[src/rtl/coe_pkg.sv]
package coe_pkg;

   // counter width able to hold 0..maxval, never narrower than one bit
   function automatic int cnt_width(input int unsigned maxval);
      return (maxval < 2) ? 1 : $clog2(maxval + 1);
   endfunction

   typedef struct packed {
      logic data;
      logic drive;
   } pad_t;

endpackage

[src/rtl/coe_pdn_qual.sv]
module coe_pdn_qual #(
   parameter int unsigned DEGLITCH_CYC = 2000,
   parameter int unsigned MIN_EDGES    = 2
) (
   input  logic clk,
   input  logic rst_n,
   input  logic pwr_on,
   input  logic div_clk,
   output logic run
);
   localparam int LW = coe_pkg::cnt_width(DEGLITCH_CYC);

   if (DEGLITCH_CYC < 1) begin : g_bad_deglitch
      $error("DEGLITCH_CYC must be at least 1");
   end

   logic [LW-1:0] low_cnt;
   logic          low_done;
   logic          edges_done;
   logic          qual;
   logic          run_q;

   assign low_done = (low_cnt == LW'(DEGLITCH_CYC));

   always_ff @(posedge clk or negedge rst_n) begin
      if (!rst_n) begin
         low_cnt <= '0;
      end else if (pwr_on) begin
         low_cnt <= '0;
      end else if (!low_done) begin
         low_cnt <= low_cnt + 1'b1;
      end
   end

   // divided-clock period qualification: a variant per MIN_EDGES
   if (MIN_EDGES == 0) begin : g_no_edges
      assign edges_done = 1'b1;
   end else begin : g_edges
      localparam int EW = coe_pkg::cnt_width(MIN_EDGES);
      logic [EW-1:0] edge_cnt;
      logic          div_prev;
      logic          div_rise;

      assign div_rise   = div_clk & ~div_prev;
      assign edges_done = (edge_cnt == EW'(MIN_EDGES));

      always_ff @(posedge clk or negedge rst_n) begin
         if (!rst_n) begin
            edge_cnt <= '0;
            div_prev <= 1'b0;
         end else begin
            div_prev <= div_clk;
            if (pwr_on) begin
               edge_cnt <= '0;
            end else if (div_rise && !edges_done) begin
               edge_cnt <= edge_cnt + 1'b1;
            end
         end
      end
   end

   assign qual = low_done & edges_done;

   always_ff @(posedge clk or negedge rst_n) begin
      if (!rst_n) begin
         run_q <= 1'b1;
      end else if (pwr_on) begin
         run_q <= 1'b1;
      end else if (qual) begin
         run_q <= 1'b0;
      end
   end

   assign run = run_q;

   AST_DROP_NEEDS_QUAL: assert property (@(posedge clk) disable iff (!rst_n)
      $fell(run_q) |-> $past(qual) && !$past(pwr_on));
   AST_RISE_NEEDS_PWR: assert property (@(posedge clk) disable iff (!rst_n)
      $rose(run_q) |-> $past(pwr_on));
   AST_SHORT_LOW_HOLDS: assert property (@(posedge clk) disable iff (!rst_n)
      (run_q && !low_done) |=> run_q);

endmodule

[src/rtl/coe_settle_cnt.sv]
module coe_settle_cnt #(
   parameter int unsigned SETTLE_CYC = 512
) (
   input  logic clk,
   input  logic rst_n,
   input  logic run,
   output logic done
);
   localparam int SW = coe_pkg::cnt_width(SETTLE_CYC);

   if (SETTLE_CYC < 1) begin : g_bad_settle
      $error("SETTLE_CYC must be at least 1");
   end

   logic [SW-1:0] cnt;

   assign done = (cnt == SW'(SETTLE_CYC));

   always_ff @(posedge clk or negedge rst_n) begin
      if (!rst_n) begin
         cnt <= '0;
      end else if (!run) begin
         cnt <= '0;
      end else if (!done) begin
         cnt <= cnt + 1'b1;
      end
   end

   AST_NO_OVERFLOW: assert property (@(posedge clk) disable iff (!rst_n)
      cnt <= SW'(SETTLE_CYC));
   AST_SETTLE_RESTART: assert property (@(posedge clk) disable iff (!rst_n)
      $rose(run) |-> (cnt == '0));

endmodule

[src/rtl/coe_pad_gate.sv]
module coe_pad_gate (
   input  logic          clk,
   input  logic          rst_n,
   input  logic          div_clk,
   input  logic          run,
   input  logic          want,
   input  logic          idle_drive_low,
   output logic          gate,
   output coe_pkg::pad_t pad
);
   logic gate_q;
   logic active;

   // gate moves only while the divided clock is low
   always_ff @(posedge clk or negedge rst_n) begin
      if (!rst_n) begin
         gate_q <= 1'b0;
      end else if (!run) begin
         gate_q <= 1'b0;
      end else if (!div_clk) begin
         gate_q <= want;
      end
   end

   assign active    = gate_q & run;
   assign pad.data  = div_clk & active;
   assign pad.drive = active | idle_drive_low;
   assign gate      = gate_q;

   AST_GATE_MOVES_LOW: assert property (@(posedge clk) disable iff (!rst_n)
      ($past(run) && !$stable(gate_q)) |-> !$past(div_clk));
   AST_STOPPED_QUIET: assert property (@(posedge clk) disable iff (!rst_n)
      !$past(run) |-> !gate_q);

endmodule

[src/rtl/clk_out_gate.sv]
module clk_out_gate #(
   parameter int unsigned SETTLE_CYC   = 512,
   parameter int unsigned DEGLITCH_CYC = 2000,
   parameter int unsigned MIN_EDGES    = 2
) (
   input  logic clk,
   input  logic rst_n,
   input  logic div_clk,
   input  logic out_en,
   input  logic pwr_on,
   input  logic idle_drive_low,
   output logic pad_data,
   output logic pad_drive,
   output logic osc_run
);
   logic          run;
   logic          settled;
   logic          want;
   logic          gate;
   coe_pkg::pad_t pad;

   coe_pdn_qual #(
      .DEGLITCH_CYC(DEGLITCH_CYC),
      .MIN_EDGES   (MIN_EDGES)
   ) u_qual (
      .clk    (clk),
      .rst_n  (rst_n),
      .pwr_on (pwr_on),
      .div_clk(div_clk),
      .run    (run)
   );

   coe_settle_cnt #(
      .SETTLE_CYC(SETTLE_CYC)
   ) u_settle (
      .clk  (clk),
      .rst_n(rst_n),
      .run  (run),
      .done (settled)
   );

   assign want = settled & out_en;

   coe_pad_gate u_gate (
      .clk           (clk),
      .rst_n         (rst_n),
      .div_clk       (div_clk),
      .run           (run),
      .want          (want),
      .idle_drive_low(idle_drive_low),
      .gate          (gate),
      .pad           (pad)
   );

   assign pad_data  = pad.data;
   assign pad_drive = pad.drive;
   assign osc_run   = run;

   AST_OUT_AFTER_SETTLE: assert property (@(posedge clk) disable iff (!rst_n)
      gate |-> settled);
   AST_OE_KEEPS_OSC: assert property (@(posedge clk) disable iff (!rst_n)
      ($past(pwr_on) && $past(osc_run)) |-> osc_run);

endmodule

[config.mk]
export PLATFORM = sky130hd
export DESIGN_NAME = clk_out_gate
export DESIGN_NICKNAME = d
export VERILOG_FILES = /design/src/rtl/coe_pkg.sv /design/src/rtl/coe_pdn_qual.sv /design/src/rtl/coe_settle_cnt.sv /design/src/rtl/coe_pad_gate.sv /design/src/rtl/clk_out_gate.sv
export SDC_FILE = /design/constraint.sdc
export NUM_CORES = 1
export LEC_CHECK = 0
export BUFFER_PORTS_ARGS = -buffer_cell sky130_fd_sc_hd__buf_2
export CAP_MARGIN = 20
export CORE_ASPECT_RATIO = 1.4
export CORE_MARGIN = 5
export CORE_UTILIZATION = 58
export CTS_BUF_LIST = sky130_fd_sc_hd__clkbuf_16
export CTS_CLUSTER_DIAMETER = 60
export DETAILED_ROUTE_END_ITERATION = 10
export PLACE_DENSITY = 0.79
export SYNTH_ARGS = -nofsm -noshare
export SYNTH_HDL_FRONTEND = slang
export SYNTH_SLANG_ARGS = --single-unit
[constraint.sdc]
create_clock -name clk -period 1.75 [get_ports clk]
set_input_delay 0.35 -clock clk [delete_from_list [all_inputs] [get_ports clk]]
set_output_delay 0.35 -clock clk [all_outputs]
set_load 0.02 [all_outputs]
==> impl_metrics.ini <==
[synthesis]
synth.top_cells.by_count = 25 x dfrtp_1, 17 x nand2_1, 11 x inv_1, 10 x a21oi_1, 10 x nor2_1
synth_top_cells_by_area = dfrtp_1 47%, nand2_1 4.8%, ha_1 4.7%
synthesis.instances = 136
number_of_enable_flip_flop_cells_after_synthesis = 0
synthDominantCellAreaShare_pct = 46.9
fraction_of_the_yosys_area_taken_by_sequential_cells_pct = 48.9
ys_async_sr_fraction_pct = 100
ys_seq_elements = 26
ys.flop_type = dfrtp_1
yosysMostFrequentCell = dfrtp_1
synth.net_count = 147
yosys_warns = 0
synth.cell_area_um2 = 1330
synth_area_leader_cell = dfrtp_1
post_synth.cell_area_avg_um2 = 9.81
yosysUniqueCellTypes = 32

[clock_network]
clkLatencyLatePin_ps = 260
cts_buffers = 3
clk_root_buffer_cell = clkbuf_16
path_clk_slew_ps = 60
cts_repair_resize_count = 0
clock_tree_from_tritoncts = yes
cts_buffer_depth = 2
cts-hold-fix-buffers = 0
cts.sinks = 26
cts-htree-levels = 1
post_cts.repair.setup_buffers = 0

[route]
viasPerCell = 6.15
drc_errors = 0
antenna_viol_nets_final = 0
route.final.wire_length_um = 2560
vias = 1034
drt_iter0_drc = 25
drt_pre_antenna_iters = 4
post_drt_wl_per_cell_um = 15.3

[sta]
finalSetupViolCount = 0
hold_viol_final = 0
timing.max_slew.rel_slack_pct = 62.2
postLayoutSetupSlackWorst_ps = 88.0
grt_setup_unrepaired = no
final.min_clock_period_ps = 1660
worst_slew_pin_slew_ps = 567
finalClockSkew_ps = 4.10
final_min_period_over_clock_period_pct = 95.0
maxSlewViolCount = 0
final.setup.tns_ps = 0
fmax_mhz = 602

[critical_path]
crit_path_end_kind = output port
critPathKind = reg -> out
setup.worst_path.start_class = register
worst_path_required_ps = 1400
worst_r2r_path_depth = 4
critical_path_peak_fanout = 14
worst-endpoint-arrival_ps = 1310

[pwr]
vdd.ir_drop.worst_mv = 0.770
design_power_total_uw = 1550
power_density_nw_per_um2 = 1050
total_leakage_power_uw = 0.000661

[floorplan]
dieWidth_um = 50.5
dieArea_um2 = 3370
design.core.area_um2 = 2180
initial_core_util_pct = 61.3
row_cnt = 20
chip_height_um = 66.7
io_pins = 9

[global_route]
via_count_of_the_first_global_routing_pass = 1054
grt_max_degree = 27
global_route_wire_length_before_repair_um = 4390
grt_antenna_before_repair = 0
globalRoute.totalOverflow = 0
global_route.usage.total_pct = 16.9

[placement]
detailed_placement_wirelength_estimate_um = 1890
place_congestion = 0.789
dp_slack_ps = 256
port_buffers = 8

[job]
drv_cap = 0

[final_layout]
synthToLayoutAreaGrowth_pct = 10.7
diodes = 0
share_of_post_route_cells_with_drive_strength_above_1_pct = 11.0
layout.nets = 158

[worst_hold_path]
min_path_type = in -> async

[status]
outcome = finished, final reports clean
[kinds of logic (layout without fill, tap and decap cells)]
logic type                 after synthesis  after routing  synth area share, %
and+or+nand+nor                         55             55                 23.2
DFF                                     26             26                 48.9
AOI/OAI and AO/OA                       25             25                 11.4
buffers and inverters                   14             24                 3.94
muxes                                    6              6                 4.60
adders and majority gates                5              5                 4.69
xor gates and xnor gates                 5              5                 3.28
[routing by layer]
layer | routed length, µm | vias up | GRT usage (%) | part of all wire (%)
met3 | 63 | 6 | 2.68 | 2.5
met5 | 0 | - | 0 | 0
met1 | 984 | 499 | 17.1 | 38
met4 | 70 | 0 | 9.90 | 2.7
met2 | 1450 | 20 | 31.4 | 56
li1 | - | 509 | - | -
[through the flow]
| stage | hold WS (ps) | instances | utilization [%] | area (µm²) |
|---|---|---|---|---|
| after floorplan | 54.4 | 136 | - | 1330 |
| after global placement | 375 | 164 | 64.2 | 1400 |
| after detailed placement | 380 | 164 | 64.2 | 1400 |
| after CTS | 105 | 168 | 67.8 | 1480 |
| after global routing | 131 | 168 | 67.8 | 1480 |
| final | 79.8 | 168 | 67.8 | 1480 |
[worst max-delay path, stage by stage (launching register included)]
cell and delay, ps:
dfstp_2 660, and3_1 220, buf_2 180
[sequential cells by signal, indices dropped and copies added (netlist names)]
name and count:
u_qual.g_edges.div_prev 1, u_gate.gate 1, u_settle.cnt 10, u_qual.g_edges.edge_cnt 2, u_qual.run 1, u_qual.low_cnt 11
[worst paths after layout]
path                                             from                         end  slack (ps)
min in group clk                              div_clk     u_qual.g_edges.div_prev         230
max in group asynchronous                       rst_n                  u_qual.run        1290
hold reg to reg            u_qual.g_edges.edge_cnt[1]  u_qual.g_edges.edge_cnt[1]         540
setup reg to reg                    u_qual.low_cnt[0]          u_qual.low_cnt[10]         240
hold / removal                                  rst_n             u_settle.cnt[4]          80
setup / recovery                           u_qual.run                    pad_data          90
[cell type report]
class / instances / area [µm²]
clock buffer: 3 / 75.1
clock inverter: 1 / 3.75
fill: 180 / 701
inverter: 11 / 41.3
multi-input combinational: 96 / 629
sequential: 26 / 652
tap: 22 / 27.5
timing repair buffer: 9 / 47.5
[power by group]
part	total, µW	switching [µW]	internal, µW	leakage (µW)
Combinational	259	153	106	0.000281
Sequential	792	106	686	0.000341
Clock	501	196	306	0.0000385
Total	1550	455	1100	0.000661
[cell usage in the layout, fill, tap and decap left out]
| master | instances |
|---|---|
| mux2i_1 | 5 |
| inv_1 | 11 |
| mux2_1 | 1 |
| xnor2_1 | 1 |
| nor4_1 | 2 |
| nor3b_1 | 2 |
| buf_2 | 8 |
| o22ai_1 | 1 |
| dfrtp_1 | 25 |
| clkbuf_16 | 3 |
| nor4_2 | 1 |
| buf_4 | 1 |
| a41o_1 | 1 |
| ha_1 | 5 |
| nand4b_1 | 1 |
| a21o_1 | 1 |
| nand3_4 | 1 |
| and3_1 | 1 |
| dfstp_2 | 1 |
| nand3_1 | 5 |
| xor2_1 | 4 |
| a31oi_1 | 1 |
| nand2b_1 | 1 |
| nor2_1 | 10 |
| nand3_2 | 1 |
| nand3b_1 | 1 |
| clkinv_1 | 1 |
| o31ai_1 | 7 |
| and4b_1 | 1 |
| nand2_1 | 17 |
| or3_1 | 4 |
| nand4_1 | 1 |
| a21oi_1 | 10 |
| or4_1 | 6 |
| o21ai_0 | 4 |
No activity file was read; power rests on OpenSTA's default activity.
